File: src/rtl/atm_delin_pkg.sv
package atm_delin_pkg;

  typedef enum logic [1:0] {
    ST_SYNC = 2'b00,
    ST_PRE  = 2'b01,
    ST_HUNT = 2'b10
  } dl_state_e;

  localparam logic [7:0] HEC_POLY  = 8'h07;
  localparam logic [7:0] HEC_COSET = 8'h55;

  localparam int IRQ_W      = 4;
  localparam int IRQ_LCDSET = 0;
  localparam int IRQ_LCDCLR = 1;
  localparam int IRQ_UNCORR = 2;
  localparam int IRQ_CORR   = 3;

  // One byte of CRC-8 update, MSB first.
  function automatic logic [7:0] crc8_step(logic [7:0] crc, logic [7:0] d);
    logic [7:0] c;
    c = crc ^ d;
    for (int k = 0; k < 8; k++)
      c = c[7] ? ({c[6:0], 1'b0} ^ HEC_POLY) : {c[6:0], 1'b0};
    return c;
  endfunction

  // Syndrome caused by flipping bit b of a header of nb data bytes plus HEC.
  // Bits 0..7 sit in the HEC byte, bit 8 upward walk back from the newest data byte.
  function automatic logic [7:0] unit_syndrome(int b, int nb);
    logic [7:0] c;
    int t;
    if (b < 8) return 8'(1 << b);
    t = b - 8;
    c = 8'h00;
    for (int i = nb - 1; i >= 0; i--)
      c = crc8_step(c, (i == t / 8) ? 8'(1 << (t % 8)) : 8'h00);
    return c;
  endfunction

endpackage

File: src/rtl/hdr_window.sv
module hdr_window #(
  parameter int HDR_LEN = 5,
  parameter int BYTE_W  = 8
) (
  input  logic                              clk,
  input  logic                              rst,
  input  logic                              vld,
  input  logic [BYTE_W-1:0]                 din,
  output logic [HDR_LEN-2:0][BYTE_W-1:0]    hdr_bytes,
  output logic                              win_full
);
  localparam int NPREV = HDR_LEN - 1;
  localparam int FW    = $clog2(HDR_LEN);

  logic [NPREV-1:0][BYTE_W-1:0] win_q;
  logic [FW-1:0]                fill_q;

  // Index 0 holds the newest previous byte.
  for (genvar g = 0; g < NPREV; g++) begin : g_tap
    if (g == 0) begin : g_head
      always_ff @(posedge clk) begin
        if (rst)      win_q[g] <= '0;
        else if (vld) win_q[g] <= din;
      end
    end else begin : g_body
      always_ff @(posedge clk) begin
        if (rst)      win_q[g] <= '0;
        else if (vld) win_q[g] <= win_q[g-1];
      end
    end
  end

  always_ff @(posedge clk) begin
    if (rst)                                  fill_q <= '0;
    else if (vld && fill_q != FW'(NPREV))     fill_q <= fill_q + 1'b1;
  end

  assign hdr_bytes = win_q;
  assign win_full  = (fill_q == FW'(NPREV));

  AST_FILL_HOLD: assert property (@(posedge clk) disable iff (rst)
    !vld |=> $stable(fill_q));
endmodule

File: src/rtl/hec_check.sv
module hec_check
  import atm_delin_pkg::*;
#(
  parameter int HDR_LEN = 5
) (
  input  logic                       clk,
  input  logic                       rst,
  input  logic [HDR_LEN-2:0][7:0]    hdr_bytes,
  input  logic [7:0]                 hec_in,
  output logic                       hdr_clean,
  output logic                       hdr_single
);
  localparam int NBITS = HDR_LEN * 8;

  logic [7:0]       crc;
  logic [7:0]       syn;
  logic [NBITS-1:0] hit;

  always_comb begin
    crc = 8'h00;
    for (int i = HDR_LEN - 2; i >= 0; i--)
      crc = crc8_step(crc, hdr_bytes[i]);
  end

  assign syn       = crc ^ HEC_COSET ^ hec_in;
  assign hdr_clean = (syn == 8'h00);

  // Parallel match of the syndrome against every single-bit error pattern.
  for (genvar b = 0; b < NBITS; b++) begin : g_bit
    assign hit[b] = (syn == unit_syndrome(b, HDR_LEN - 1));
  end

  assign hdr_single = |hit;

  AST_ONE_SYNDROME: assert property (@(posedge clk) disable iff (rst)
    $onehot0(hit));
  AST_CLEAN_NOT_SINGLE: assert property (@(posedge clk) disable iff (rst)
    !(hdr_clean && hdr_single));
endmodule

File: src/rtl/delin_fsm.sv
module delin_fsm
  import atm_delin_pkg::*;
#(
  parameter int CELL_LEN  = 53,
  parameter int CNT_W     = 4,
  parameter int DELTA_DEF = 6,
  parameter int ALPHA_DEF = 7
) (
  input  logic             clk,
  input  logic             rst,
  input  logic             vld,
  input  logic             win_full,
  input  logic             hdr_clean,
  input  logic             hdr_single,
  input  logic [CNT_W-1:0] delta_thr,
  input  logic [CNT_W-1:0] alpha_thr,
  output dl_state_e        state_q,
  output logic             lcd_q,
  output logic             mark_q,
  output logic [IRQ_W-1:0] events
);
  localparam int PW = $clog2(CELL_LEN);
  localparam logic [PW-1:0] LAST = PW'(CELL_LEN - 1);

  dl_state_e        st_n;
  logic [PW-1:0]    pos_q, pos_n;
  logic [CNT_W-1:0] cnt_q, cnt_n;
  logic             corr_q, corr_n;
  logic             mark_n;
  logic             slot;
  logic [CNT_W:0]   cnt_inc, delta_eff, alpha_eff;

  assign slot      = vld && (pos_q == LAST);
  assign cnt_inc   = {1'b0, cnt_q} + 1'b1;
  assign delta_eff = (delta_thr == '0) ? (CNT_W+1)'(DELTA_DEF) : {1'b0, delta_thr};
  assign alpha_eff = (alpha_thr == '0) ? (CNT_W+1)'(ALPHA_DEF) : {1'b0, alpha_thr};

  always_comb begin
    st_n   = state_q;
    pos_n  = pos_q;
    cnt_n  = cnt_q;
    corr_n = corr_q;
    mark_n = 1'b0;
    events = '0;
    if (vld) begin
      pos_n = (pos_q == LAST) ? '0 : pos_q + 1'b1;
      unique case (state_q)
        ST_HUNT: begin
          if (win_full && hdr_clean) begin
            st_n  = ST_PRE;
            pos_n = '0;
            cnt_n = '0;
          end
        end
        ST_PRE: begin
          if (slot) begin
            if (!hdr_clean) begin
              st_n  = ST_HUNT;
              cnt_n = '0;
            end else if (cnt_inc >= delta_eff) begin
              st_n   = ST_SYNC;
              cnt_n  = '0;
              corr_n = 1'b1;
              mark_n = 1'b1;
              events[IRQ_LCDCLR] = 1'b1;
            end else begin
              cnt_n = cnt_inc[CNT_W-1:0];
            end
          end
        end
        default: begin
          if (slot) begin
            if (hdr_clean) begin
              cnt_n  = '0;
              corr_n = 1'b1;
              mark_n = 1'b1;
            end else begin
              corr_n = 1'b0;
              if (corr_q && hdr_single) begin
                events[IRQ_CORR] = 1'b1;
                mark_n = 1'b1;
              end else begin
                events[IRQ_UNCORR] = 1'b1;
              end
              if (cnt_inc >= alpha_eff) begin
                st_n   = ST_HUNT;
                cnt_n  = '0;
                mark_n = 1'b0;
                events[IRQ_LCDSET] = 1'b1;
              end else begin
                cnt_n = cnt_inc[CNT_W-1:0];
              end
            end
          end
        end
      endcase
    end
  end

  always_ff @(posedge clk) begin
    if (rst) begin
      state_q <= ST_HUNT;
      pos_q   <= '0;
      cnt_q   <= '0;
      corr_q  <= 1'b0;
      mark_q  <= 1'b0;
      lcd_q   <= 1'b1;
    end else begin
      state_q <= st_n;
      pos_q   <= pos_n;
      cnt_q   <= cnt_n;
      corr_q  <= corr_n;
      mark_q  <= mark_n;
      lcd_q   <= (st_n != ST_SYNC);
    end
  end

  AST_PRE_FROM_HUNT: assert property (@(posedge clk) disable iff (rst)
    (state_q == ST_PRE && $past(state_q) != ST_PRE) |-> $past(state_q) == ST_HUNT);
  AST_SYNC_FROM_PRE: assert property (@(posedge clk) disable iff (rst)
    (state_q == ST_SYNC && $past(state_q) != ST_SYNC) |-> $past(state_q) == ST_PRE);
  AST_IDLE_NO_MOVE: assert property (@(posedge clk) disable iff (rst)
    !vld |=> $stable(state_q));
  AST_MARK_LOCKED: assert property (@(posedge clk) disable iff (rst)
    mark_q |-> state_q == ST_SYNC);
endmodule

File: src/rtl/irq_regs.sv
module irq_regs #(
  parameter int N = 4
) (
  input  logic         clk,
  input  logic         rst,
  input  logic [N-1:0] set_vec,
  input  logic         clr_wr,
  input  logic [N-1:0] clr_vec,
  input  logic [N-1:0] mask,
  output logic [N-1:0] stat_q,
  output logic         irq_n_q
);
  logic [N-1:0] stat_n;

  assign stat_n = (stat_q & ~(clr_wr ? clr_vec : '0)) | set_vec;

  always_ff @(posedge clk) begin
    if (rst) begin
      stat_q  <= '0;
      irq_n_q <= 1'b1;
    end else begin
      stat_q  <= stat_n;
      irq_n_q <= ~|(stat_n & mask);
    end
  end

  AST_W1C: assert property (@(posedge clk) disable iff (rst)
    clr_wr |=> ((stat_q & $past(clr_vec & ~set_vec)) == '0));
  AST_STICKY: assert property (@(posedge clk) disable iff (rst)
    !clr_wr |=> ((stat_q & $past(stat_q)) == $past(stat_q)));
  AST_IRQ_LEVEL: assert property (@(posedge clk) disable iff (rst)
    $stable(mask) |-> (irq_n_q == ~|(stat_q & mask)));
endmodule

File: src/rtl/atm_cell_delin.sv
module atm_cell_delin
  import atm_delin_pkg::*;
#(
  parameter int HDR_LEN   = 5,
  parameter int CELL_LEN  = 53,
  parameter int CNT_W     = 4,
  parameter int DELTA_DEF = 6,
  parameter int ALPHA_DEF = 7
) (
  input  logic             clk,
  input  logic             rst,
  input  logic             in_vld,
  input  logic [7:0]       in_byte,
  input  logic [CNT_W-1:0] delta_thr,
  input  logic [CNT_W-1:0] alpha_thr,
  input  logic [3:0]       irq_mask,
  input  logic             clr_wr,
  input  logic [3:0]       clr_bits,
  output logic             lcd_defect,
  output logic [1:0]       dlin_code,
  output logic [3:0]       irq_stat,
  output logic             irq_n,
  output logic             cell_mark
);
  logic [HDR_LEN-2:0][7:0] hdr_bytes;
  logic                    win_full;
  logic                    hdr_clean;
  logic                    hdr_single;
  dl_state_e               state;
  logic [IRQ_W-1:0]        events;

  hdr_window #(.HDR_LEN(HDR_LEN), .BYTE_W(8)) u_win (
    .clk(clk), .rst(rst), .vld(in_vld), .din(in_byte),
    .hdr_bytes(hdr_bytes), .win_full(win_full)
  );

  hec_check #(.HDR_LEN(HDR_LEN)) u_hec (
    .clk(clk), .rst(rst), .hdr_bytes(hdr_bytes), .hec_in(in_byte),
    .hdr_clean(hdr_clean), .hdr_single(hdr_single)
  );

  delin_fsm #(
    .CELL_LEN(CELL_LEN), .CNT_W(CNT_W),
    .DELTA_DEF(DELTA_DEF), .ALPHA_DEF(ALPHA_DEF)
  ) u_fsm (
    .clk(clk), .rst(rst), .vld(in_vld), .win_full(win_full),
    .hdr_clean(hdr_clean), .hdr_single(hdr_single),
    .delta_thr(delta_thr), .alpha_thr(alpha_thr),
    .state_q(state), .lcd_q(lcd_defect), .mark_q(cell_mark), .events(events)
  );

  irq_regs #(.N(IRQ_W)) u_irq (
    .clk(clk), .rst(rst), .set_vec(events), .clr_wr(clr_wr),
    .clr_vec(clr_bits), .mask(irq_mask), .stat_q(irq_stat), .irq_n_q(irq_n)
  );

  assign dlin_code = state;

  AST_LOSS_FLAGGED: assert property (@(posedge clk) disable iff (rst)
    (dlin_code == 2'b10 && $past(dlin_code) == 2'b00) |-> (irq_stat[0] && lcd_defect));
  AST_LOCK_FLAGGED: assert property (@(posedge clk) disable iff (rst)
    (dlin_code == 2'b00 && $past(dlin_code) != 2'b00) |-> (irq_stat[1] && !lcd_defect));
endmodule

File: config.mk
export PLATFORM = sky130hd
export DESIGN_NAME = atm_cell_delin
export DESIGN_NICKNAME = d
export VERILOG_FILES = /design/src/rtl/atm_delin_pkg.sv /design/src/rtl/hdr_window.sv /design/src/rtl/hec_check.sv /design/src/rtl/delin_fsm.sv /design/src/rtl/irq_regs.sv /design/src/rtl/atm_cell_delin.sv
export SDC_FILE = /design/constraint.sdc
export NUM_CORES = 1
export LEC_CHECK = 0
export CAP_MARGIN = 10
export CORE_MARGIN = 2
export CORE_UTILIZATION = 30
export CTS_CLUSTER_SIZE = 25
export DETAILED_ROUTE_END_ITERATION = 8
export PLACE_DENSITY = 0.51
export RECOVER_POWER = 50
export SLEW_MARGIN = 20
export SYNTH_ARGS = -nofsm -noshare
export SYNTH_HDL_FRONTEND = slang
export SYNTH_SLANG_ARGS = --single-unit
File: constraint.sdc
create_clock -name clk -period 5.8 [get_ports clk]
set_clock_uncertainty 0.2 [all_clocks]
set_input_delay 0.58 -clock clk [delete_from_list [all_inputs] [get_ports clk]]
set_output_delay 0.58 -clock clk [all_outputs]
set_load 0.02 [all_outputs]
==> out/summary.txt, run 1 <==
# nets final -> 593
Vias -> 3922
CP Launch Type -> input port
unrepaired setup endpoints after global routing -> no
Worst-path clk slew -> 0.07 ns
all-layer global routing usage -> 13.8%
DRT Pass-1 Iters -> 4
Die ar. -> 17900 sq um
fin worst setup slack -> 1.10 ns
Yosys reg bits -> 55
DR DRC count -> 0
H-tree levels -> 2
Final Hold Viols -> 0
TritonCTS buffer count -> 5
f_max -> 213 MHz
cts hold-fix bufs -> 0
Worst-Margin Slew -> 2.90 ns
Layout fillers -> 1636
critical path class -> input port to register
setup slack at placement -> 1.15 ns
first-pass GRT wire length -> 19900 um
CTS Sinks -> 55
failing checks -> capacitance limit, slew limit
starting density of the core -> 30.5%
crit share post-route -> 81.0%
Clock Latency Late Sink -> 0.30 ns
CTS tree -> built
initial DRC count -> 283
worst rel slew slack -> -93.7%
MaxCap Viol Count -> 1
largest net degree at the start of global routing -> 54
Crit path largest cell delay -> 2.05 ns
setup TNS -> 0 ns
antenna violations before repair -> 0
P per Cell Area -> 269 nW/um^2
CTS Root Cell -> clkbuf_16
Post-synth top flop -> dfxtp_1
Detail Route Antenna Nets -> 0
Overflow after GRT -> 0
Wirelength per Cell -> 15.4 um
CP Data Arrival Time -> 4.68 ns
IO Count -> 37
drt total wl -> 11900 um
maximum vdd ir drop -> 116 uV
ys async rst share -> 0%
leading cell type in the layout, fill and taps excluded -> nor2_1
P_leak -> 2.36 nW
Worst EP required -> 5.79 ns
sequential element share of the synthesized area -> 21.8%
CTS resizes -> 0
Die Y -> 134 um
Area growth, synth to finish -> 13.7%
syn_nets -> 574
Critical Path Fanout Max -> 45
CP max-delay cell -> clkbuf_1
die width -> 134 um
synth unique cells -> 83
PortBufs -> 36
status -> complete, but fails checks
setup violators final -> 0
worst hold path class -> register to register
Critical Path Sink Type -> register
Core Area -> 16500 sq um
Mapped Cells -> 531
ant diodes -> 0
Final Max Tran Viols -> 46
Final min period -> 4.70 ns
syn avg cell area -> 9.50 sq um
fin util -> 34.7%
Synth Cell Area -> 5040 sq um
Post-synth EDFFs -> 0
vias in the first global route -> 3768
Rows -> 47
Post-CTS Setup Repair Bufs -> 0
clk buf depth -> 2
commonest non-fill, non-tap cells in the layout -> 56 x nor2_1, 55 x dfxtp_1, 37 x xnor2_1
CP Cell Sequence -> buf_2 > clkbuf_1 > inv_1 > or2_2 > o21ai_0 > a21boi_0 > o32ai_1 > nand2_1 > or2_1
Detailed Place HPWL -> 9000 um
GPL Wtd Cong -> 0.820
vias per cell -> 5.09
share of cells above drive strength 1 -> 9.62%
synth warn -> 0
-- power by group --
part / internal, mW / switching, mW / total, mW
Clock: 0.165 / 0.149 / 0.314
Combinational: 0.346 / 0.487 / 0.833
Sequential: 0.386 / 0.0110 / 0.397
-- path summary, 6_finish.rpt --
path / from / to / slack (ns) / cells after the start
max reg2reg: u_win.hdr_bytes[21] / u_fsm.pos_q[5] / 1.21 / 11
min reg2reg: u_win.fill_q[1] / u_win.fill_q[1] / 0.28 / 2
max: in_vld / u_fsm.lcd_q / 1.10 / 9
min: u_win.fill_q[1] / u_win.fill_q[1] / 0.28 / 2
-- layer usage --
| metal | GRT usage, % | wire length, um | part of all wire (%) | vias up |
|---|---|---|---|---|
| met1 | 19.4 | 5790 | 49 | 1894 |
| met2 | 22.5 | 5680 | 48 | 48 |
| li1 | - | - | - | 1976 |
| met4 | 3.13 | 93 | 0.78 | 0 |
| met3 | 1.67 | 309 | 2.6 | 4 |
| met5 | 0 | 0 | 0 | - |
-- sequential cells by signal (all words and copies together), names as in the netlist --
register and cells:
u_win.hdr_bytes 32, u_fsm.pos_q 6, u_fsm.corr_q 1, u_fsm.cnt_q 4, u_fsm.mark_q 1, u_irq.irq_n_q 1
u_irq.stat_q 4, u_fsm.state_q 2, u_fsm.lcd_q 1, u_win.fill_q 3
-- worst max-delay path, delay by kind of cell --
family                 cells  cell delay [ns]
buffers and inverters      3             2.66
and+or+nand+nor            3             0.91
AOI/OAI and AO/OA          3             0.51
-- cell type report --
class	instances	area (sq um)	share of cell area [%]
clock inverter	3	28.8	0.502
tap	220	275	4.80
multi-input combinational	435	3790	66.0
timing repair buffer	38	362	6.31
sequential	55	1100	19.2
inverter	15	56.3	0.982
clock buffer	5	125	2.18
-- per-stage QoR --
| step | cell area, sq um | total power [mW] | cells | hold WS (ns) |
|---|---|---|---|---|
| after floorplan | 5040 | 1.06 | 531 | 0.253 |
| after global placement | 5580 | 1.22 | 763 | 0.261 |
| after detailed placement | 5580 | 1.22 | 763 | 0.277 |
| after CTS | 5730 | 1.55 | 771 | 0.286 |
| after global routing | 5730 | 1.65 | 771 | 0.321 |
| final | 5730 | 1.54 | 771 | 0.283 |
-- synthesized netlist by cell type, types with 6 or more instances --
| cell type | instances | area (sq um) |
|---|---|---|
| and3_1 | 8 | 50.1 |
| a211oi_1 | 6 | 45.0 |
| o21ai_0 | 9 | 45.0 |
| xor2_1 | 9 | 78.8 |
| o22ai_1 | 6 | 37.5 |
| xnor2_1 | 38 | 333 |
| inv_1 | 15 | 56.3 |
| xor3_1 | 9 | 214 |
| dfxtp_1 | 55 | 1100 |
| nand3_1 | 10 | 50.1 |
| ha_1 | 15 | 188 |
| nor3_1 | 25 | 125 |
| mux2i_1 | 36 | 360 |
| nand2b_1 | 6 | 37.5 |
| a21oi_1 | 20 | 100 |
| nand2_1 | 32 | 120 |
| nor2_1 | 56 | 210 |
| nand4_1 | 16 | 100 |
| clkbuf_1 | 18 | 67.6 |
| xnor3_1 | 22 | 495 |
-- cell families after synthesis --
family | share of synthesized area [%]
compound gates | 13.6
xor+xnor | 29.8
fa+ha+maj | 3.72
buf+inv | 3.27
flops | 21.8
mux | 7.94
simple gates | 19.8
Note: power is estimated with default switching activity, not from simulation.
==> run 2, diff against run 1 <==
- PLACE_DENSITY: 0.51 -> 0.53
- clock period: 5.8 -> 4.2 ns (I/O delays scaled with it)
==> out/summary.txt, run 2 (same netlist as run 1, synthesis figures left out) <==
status -> finished clean
initial DRC count -> 245 (-13%)
R2R cell count -> 12 (+1)
register area -> 1110 sq um (+0.91%)
ant diodes -> 0 (unchanged)
CTS Root Cell -> clkbuf_16
Rows -> 47 (unchanged)
PortBufs -> 36 (unchanged)
TritonCTS buffer count -> 5 (unchanged)
Crit path largest cell delay -> 0.55 ns (-1.50 ns)
IO Count -> 37 (unchanged)
Critical Path Source -> u_win.hdr_bytes[23]
P_leak -> 2.60 nW (+10%)
die width -> 134 um (unchanged)
capturing point of the worst reg2reg path -> u_irq.irq_n_q
H-tree levels -> 2 (unchanged)
Buf+Inv Stages, Crit Path -> 1 (-2)
Non-Filler Instances -> 814 (+5.6%)
Die ar. -> 17900 sq um (unchanged)
starting density of the core -> 30.5% (unchanged)
Final Max Tran Viols -> 0 (-100%)
largest net degree at the start of global routing -> 54 (unchanged)
f_max -> 248 MHz
critical path class -> register to register
maximum vdd ir drop -> 162 uV (+40%)
first-pass GRT wire length -> 20200 um (+1.7%)
# nets final -> 636 (+7.3%)
worst rel slew slack -> 33.4% (+130 points)
GPL Wtd Cong -> 0.870 (+6.0%)
commonest non-fill, non-tap cells in the layout -> 56 x nor2_1, 49 x dfxtp_1, 45 x buf_4
Critical Path Fanout Max -> 5 (-89%)
P per Cell Area -> 386 nW/um^2 (+43%)
vias per cell -> 5.10 (+0.27%)
MaxCap Viol Count -> 0 (-1)
max reg flops -> 32 (unchanged)
vias in the first global route -> 3937 (+4.5%)
DR DRC count -> 0 (unchanged)
setup TNS -> 0 ns (unchanged)
share of cells above drive strength 1 -> 20.0% (+10 points)
Clock Latency Late Sink -> 0.30 ns (about the same)
CTS tree -> built
clk buf depth -> 2 (unchanged)
multi-input logic area -> 3900 sq um (+3.0%)
Area growth, synth to finish -> 22.5%
CP max-delay cell -> or4b_1
CTS Sinks -> 55 (unchanged)
Worst-Margin Slew -> 0.998 ns (-1.91 ns)
Worst-path clk slew -> 0.07 ns (about the same)
CP Cell Sequence -> xor3_2 > buf_4 > xnor3_1 > xnor3_2 > or2_4 > mux2_4 > or4b_1 > a21oi_2 > a2111oi_2 > and4_1 > a41o_1 > nor3b_2
launching point of the worst reg2reg path -> u_win.hdr_bytes[23]
Inst Count DP -> 801 (+5.0%)
Final min period -> 4.04 ns
Overflow after GRT -> 0 (unchanged)
Worst EP required -> 4.23 ns (-1.56 ns)
Layout fillers -> 1621 (-0.92%)
Die Y -> 134 um (unchanged)
crit share post-route -> 96.1%
drt total wl -> 12400 um (+4.8%)
CP Launch Type -> register
Final Hold Viols -> 0 (unchanged)
all-layer global routing usage -> 14.0% (+0.28 points)
critical path depth -> 12 (+3)
DRT Pass-1 Iters -> 5 (+1)
setup slack at placement -> 0.0705 ns (-1.08 ns)
antenna violations before repair -> 0 (unchanged)
CP Data Arrival Time -> 4.06 ns (-0.62 ns)
cell family with most CP delay -> XOR/XNOR gates
Detailed Place HPWL -> 9670 um (+7.5%)
Core Area -> 16500 sq um (unchanged)
Wirelength per Cell -> 15.3 um (-0.70%)
setup violators final -> 0 (unchanged)
crit path to -> u_irq.irq_n_q
leading cell type in the layout, fill and taps excluded -> nor2_1
fin util -> 37.4% (+2.7 points)
worst hold path class -> register to register
Vias -> 4152 (+5.9%)
register-to-register setup slack -> 0.16 ns (-1.05 ns)
Detail Route Antenna Nets -> 0 (unchanged)
Critical Path Sink Type -> register
fin worst setup slack -> 0.164 ns (-0.939 ns)
-- run 2: cell types whose count changed in the layout (fill, tap and decap cells not counted), moves of 3 or more --
cell,change
dfxtp_2,+5
dfxtp_1,-6
buf_4,+44
xnor3_2,+5
xnor3_1,-5
xnor2_1,-3
-- run 2: layout make-up --
class | count | area share (%)
clock buffer | 5 | 2.02
clock inverter | 3 | 0.405
inverter | 15 | 0.911
multi-input combinational | 435 | 63.1
sequential | 55 | 18.0
tap | 220 | 4.45
timing repair buffer | 81 | 11.1
-- run 2: worst min-delay path by stage --
stage | startpoint | end | cells after the start
3_5_place_dp | u_win.fill_q[1] | u_win.fill_q[1] | 2
6_report | u_win.fill_q[1] | u_win.fill_q[1] | 2
3_3_place_gp | u_win.fill_q[1] | u_win.fill_q[1] | 2
4_1_cts | u_win.fill_q[1] | u_win.fill_q[1] | 2
2_1_floorplan | u_win.fill_q[1] | u_win.fill_q[1] | 2
5_1_grt | u_win.fill_q[1] | u_win.fill_q[1] | 2
-- run 2: worst min-delay path, stage by stage (launching register included) --
cell and delay, ns:
dfxtp_1 0.33, nand2_1 0.06, a21oi_1 0.05
-- run 2: repair_timing --
item,4_1_cts,5_1_grt
buffers inserted,0,5
hold buffers,0,0
gates resized for setup,0,31
endpoints found under the setup margin,0,13
-- run 2: metrics by stage --
step                total power, mW  cell area [sq um]  hold WS, ns
global route                   2.54               6180        0.313
floorplan                      1.46               5040        0.253
CTS                            2.31               6010        0.290
detailed placement             1.87               5860        0.280
global placement               1.86               5860        0.263
finish                         2.39               6180        0.284
-- run 2: power by group --
group | total [mW] | internal (mW) | leakage, nW | switching, mW
logic | 1.41 | 0.665 | 2.08 | 0.748
registers | 0.548 | 0.533 | 0.450 | 0.0148
clock network | 0.428 | 0.224 | 0.0700 | 0.205
-- run 2: layer usage --
layer  up-vias  part of all wire [%]  track usage (%)  wire [um]
met3        18                   2.8             1.45        353
li1       2059                     -                -          -
met5         -                     0                0          0
met1      1989                    46             18.3       5740
met4         0                   2.0             4.14        244
met2        86                    49             24.6       6120
==> run 3, diff against run 2 <==
- CORE_UTILIZATION: 30 -> 50
- PLACE_DENSITY: 0.53 -> 0.77
- SETUP_SLACK_MARGIN: not set -> 0.05
==> out/summary.txt, run 3 (same netlist as run 1, synthesis figures left out) <==
status -> finished clean
Wirelength per Cell -> 16.5 um (+8.2%)
share of cells above drive strength 1 -> 19.7% (-0.31 points)
all-layer global routing usage -> 20.9% (+6.8 points)
Worst Hold End -> u_fsm.pos_q[1]
CP Launch Type -> register
WHS Path Cells -> 4 (+2)
Final Hold Viols -> 0 (unchanged)
setup slack at placement -> 0.00792 ns (-0.0626 ns)
GPL Wtd Cong -> 0.946 (+8.8%)
IO Count -> 37 (unchanged)
launching point of the worst reg2reg path -> u_win.hdr_bytes[18]
Rows -> 36 (-23%)
Area after DPL -> 5690 sq um (-2.9%)
Detailed Place HPWL -> 8630 um (-11%)
starting density of the core -> 51.6% (+21 points)
vias per cell -> 5.84 (+14%)
fin util -> 61.6% (+24 points)
worst rel slew slack -> 36.6% (+3.1 points)
DR DRC count -> 0 (unchanged)
R2R cell count -> 11 (-1)
Worst EP required -> 4.17 ns (-0.06 ns)
Reg power frac -> 24.5% (+1.6 points)
maximum vdd ir drop -> 263 uV (+62%)
ant diodes -> 0 (unchanged)
Final Max Tran Viols -> 0 (unchanged)
register-to-register setup slack -> 0.16 ns (about the same)
Net Switching -> 932 uW (-3.7%)
CP Cell Sequence -> xnor3_1 > xnor3_1 > xnor2_1 > xnor3_2 > nor3_4 > o21ai_2 > or4_4 > o211ai_4 > o21ai_1 > a21oi_1 > nor2_1
CP Data Arrival Time -> 4.02 ns (-0.04 ns)
Critical Path Sink Type -> register
worst hold path class -> input port to register
CTS tree -> built
Core Area -> 9770 sq um (-41%)
# nets final -> 630 (-0.94%)
Final min period -> 4.04 ns (+0.00593 ns)
first-pass GRT wire length -> 19000 um (-6.3%)
cell-internal power -> 1.30 mW (-8.3%)
leading cell type in the layout, fill and taps excluded -> nor2_1
finished layout cell area -> 6020 sq um (-2.6%)
switching share of power -> 41.7% (+1.2 points)
Buf+Inv Stages, Crit Path -> 0 (-1)
capturing point of the worst reg2reg path -> u_fsm.pos_q[3]
hold_sp -> in_vld
max reg flops -> 32 (unchanged)
P per Cell Area -> 371 nW/um^2 (-3.9%)
critical path's most frequent cell -> xnor3_1
Clock Latency Late Sink -> 0.31 ns (about the same)
combinational cell fraction of total power -> 61.2% (+2.1 points)
setup violators final -> 0 (unchanged)
Area growth, synth to finish -> 19.3%
crit share post-route -> 96.2% (+0.14 points)
antenna violations before repair -> 0 (unchanged)
CP max-delay cell -> or4_4
commonest non-fill, non-tap cells in the layout -> 55 x nor2_1, 52 x dfxtp_1, 37 x buf_4
overall power -> 2.23 mW (-6.4%)
fin worst setup slack -> 0.158 ns (-0.00593 ns)
clk buf depth -> 2 (unchanged)
die width -> 104 um (-22%)
CTS Sinks -> 55 (unchanged)
MaxCap Viol Count -> 0 (unchanged)
drt total wl -> 11900 um (-4.2%)
Overflow after GRT -> 0 (unchanged)
P_leak -> 2.57 nW (-0.96%)
Crit path largest cell delay -> 0.62 ns (+0.07 ns)
TritonCTS buffer count -> 5 (unchanged)
largest net degree at the start of global routing -> 54 (unchanged)
Die Y -> 104 um (-22%)
CTS Root Cell -> clkbuf_8
initial DRC count -> 297 (+21%)
Clock Power Share -> 14.2% (-3.7 points)
PortBufs -> 36 (unchanged)
Detail Route Antenna Nets -> 0 (unchanged)
Die ar. -> 10900 sq um (-39%)
setup TNS -> 0 ns (unchanged)
Worst-Margin Slew -> 0.952 ns (-0.0469 ns)
cell family with most CP delay -> XOR/XNOR gates
DRT Pass-1 Iters -> 4 (-1)
critical path class -> register to register
H-tree levels -> 2 (unchanged)
vias in the first global route -> 3913 (-0.61%)
Worst-path clk slew -> 0.10 ns (+0.03 ns)
Critical Path Fanout Max -> 7 (+2)
Vias -> 4208 (+1.3%)
f_max -> 247 MHz (-0.15%)
==> run 3: worst max-delay path by stage <==
| stage | start | endpoint | slack [ns] | cells after the start |
|---|---|---|---|---|
| floorplan | u_win.hdr_bytes[18] | u_fsm.pos_q[3] | 0.26 | 11 |
| global placement | u_win.hdr_bytes[18] | u_fsm.pos_q[3] | 0.16 | 11 |
| detailed placement | u_win.hdr_bytes[22] | u_fsm.pos_q[3] | 0.008 | 11 |
| CTS | u_win.hdr_bytes[22] | u_fsm.pos_q[3] | 0.06 | 11 |
| global route | u_win.hdr_bytes[18] | u_irq.stat_q[2] | -0.02 | 13 |
| finish | u_win.hdr_bytes[18] | u_fsm.pos_q[3] | 0.16 | 11 |
==> run 3: area by class of cell <==
type	count	area, sq um
fillers	812	3760
well taps	133	166
multi-input cells	436	3960
flip-flops and latches	55	1100
inverters	15	56.3
repair buffers	74	633
clock buffers	6	82.6
clock inverters	2	16.3
==> run 3: routing by layer <==
| metal | part of all wire (%) | GRT usage [%] | vias up | wire, um |
|---|---|---|---|---|
| li1 | - | - | 2050 | - |
| met1 | 45 | 28.8 | 2043 | 5420 |
| met2 | 50 | 35.2 | 101 | 5920 |
| met3 | 3.7 | 2.07 | 14 | 436 |
| met4 | 1.3 | 4.83 | 0 | 157 |
| met5 | 0 | 0 | - | 0 |
==> run 3: power groups by stage <==
| stage | logic [mW] | clock network, mW | registers [mW] |
|---|---|---|---|
| finish | 1.37 | 0.318 | 0.549 |
| global route | 1.48 | 0.338 | 0.551 |
| CTS | 1.24 | 0.323 | 0.548 |
| detailed placement | 1.22 | 0 | 0.560 |
| global placement | 1.21 | 0 | 0.559 |
| floorplan | 0.906 | 0 | 0.555 |
==> run 3: what timing repair did <==
action                     in CTS  in global routing
gates cloned                    0                  1
setup endpoints to repair       8                 15
hold buffers                    0                  0
buffers inserted                0                  6
pin swaps                       0                  8
gates resized for setup         2                 30
==> run 3: through the flow <==
step | instances | hold slack [ns]
finish | 721 | 0.268
global route | 721 | 0.304
CTS | 714 | 0.255
detailed placement | 706 | 0.279
global placement | 706 | 0.260
floorplan | 531 | 0.253
==> run 3: tightest hold or removal path: cells and delay by family <==
| kind | cells | cell delay, ns |
|---|---|---|
| AOI/OAI and AO/OA | 1 | 0.05 |
| and+or+nand+nor | 1 | 0.08 |
| buffers and inverters | 2 | 0.19 |
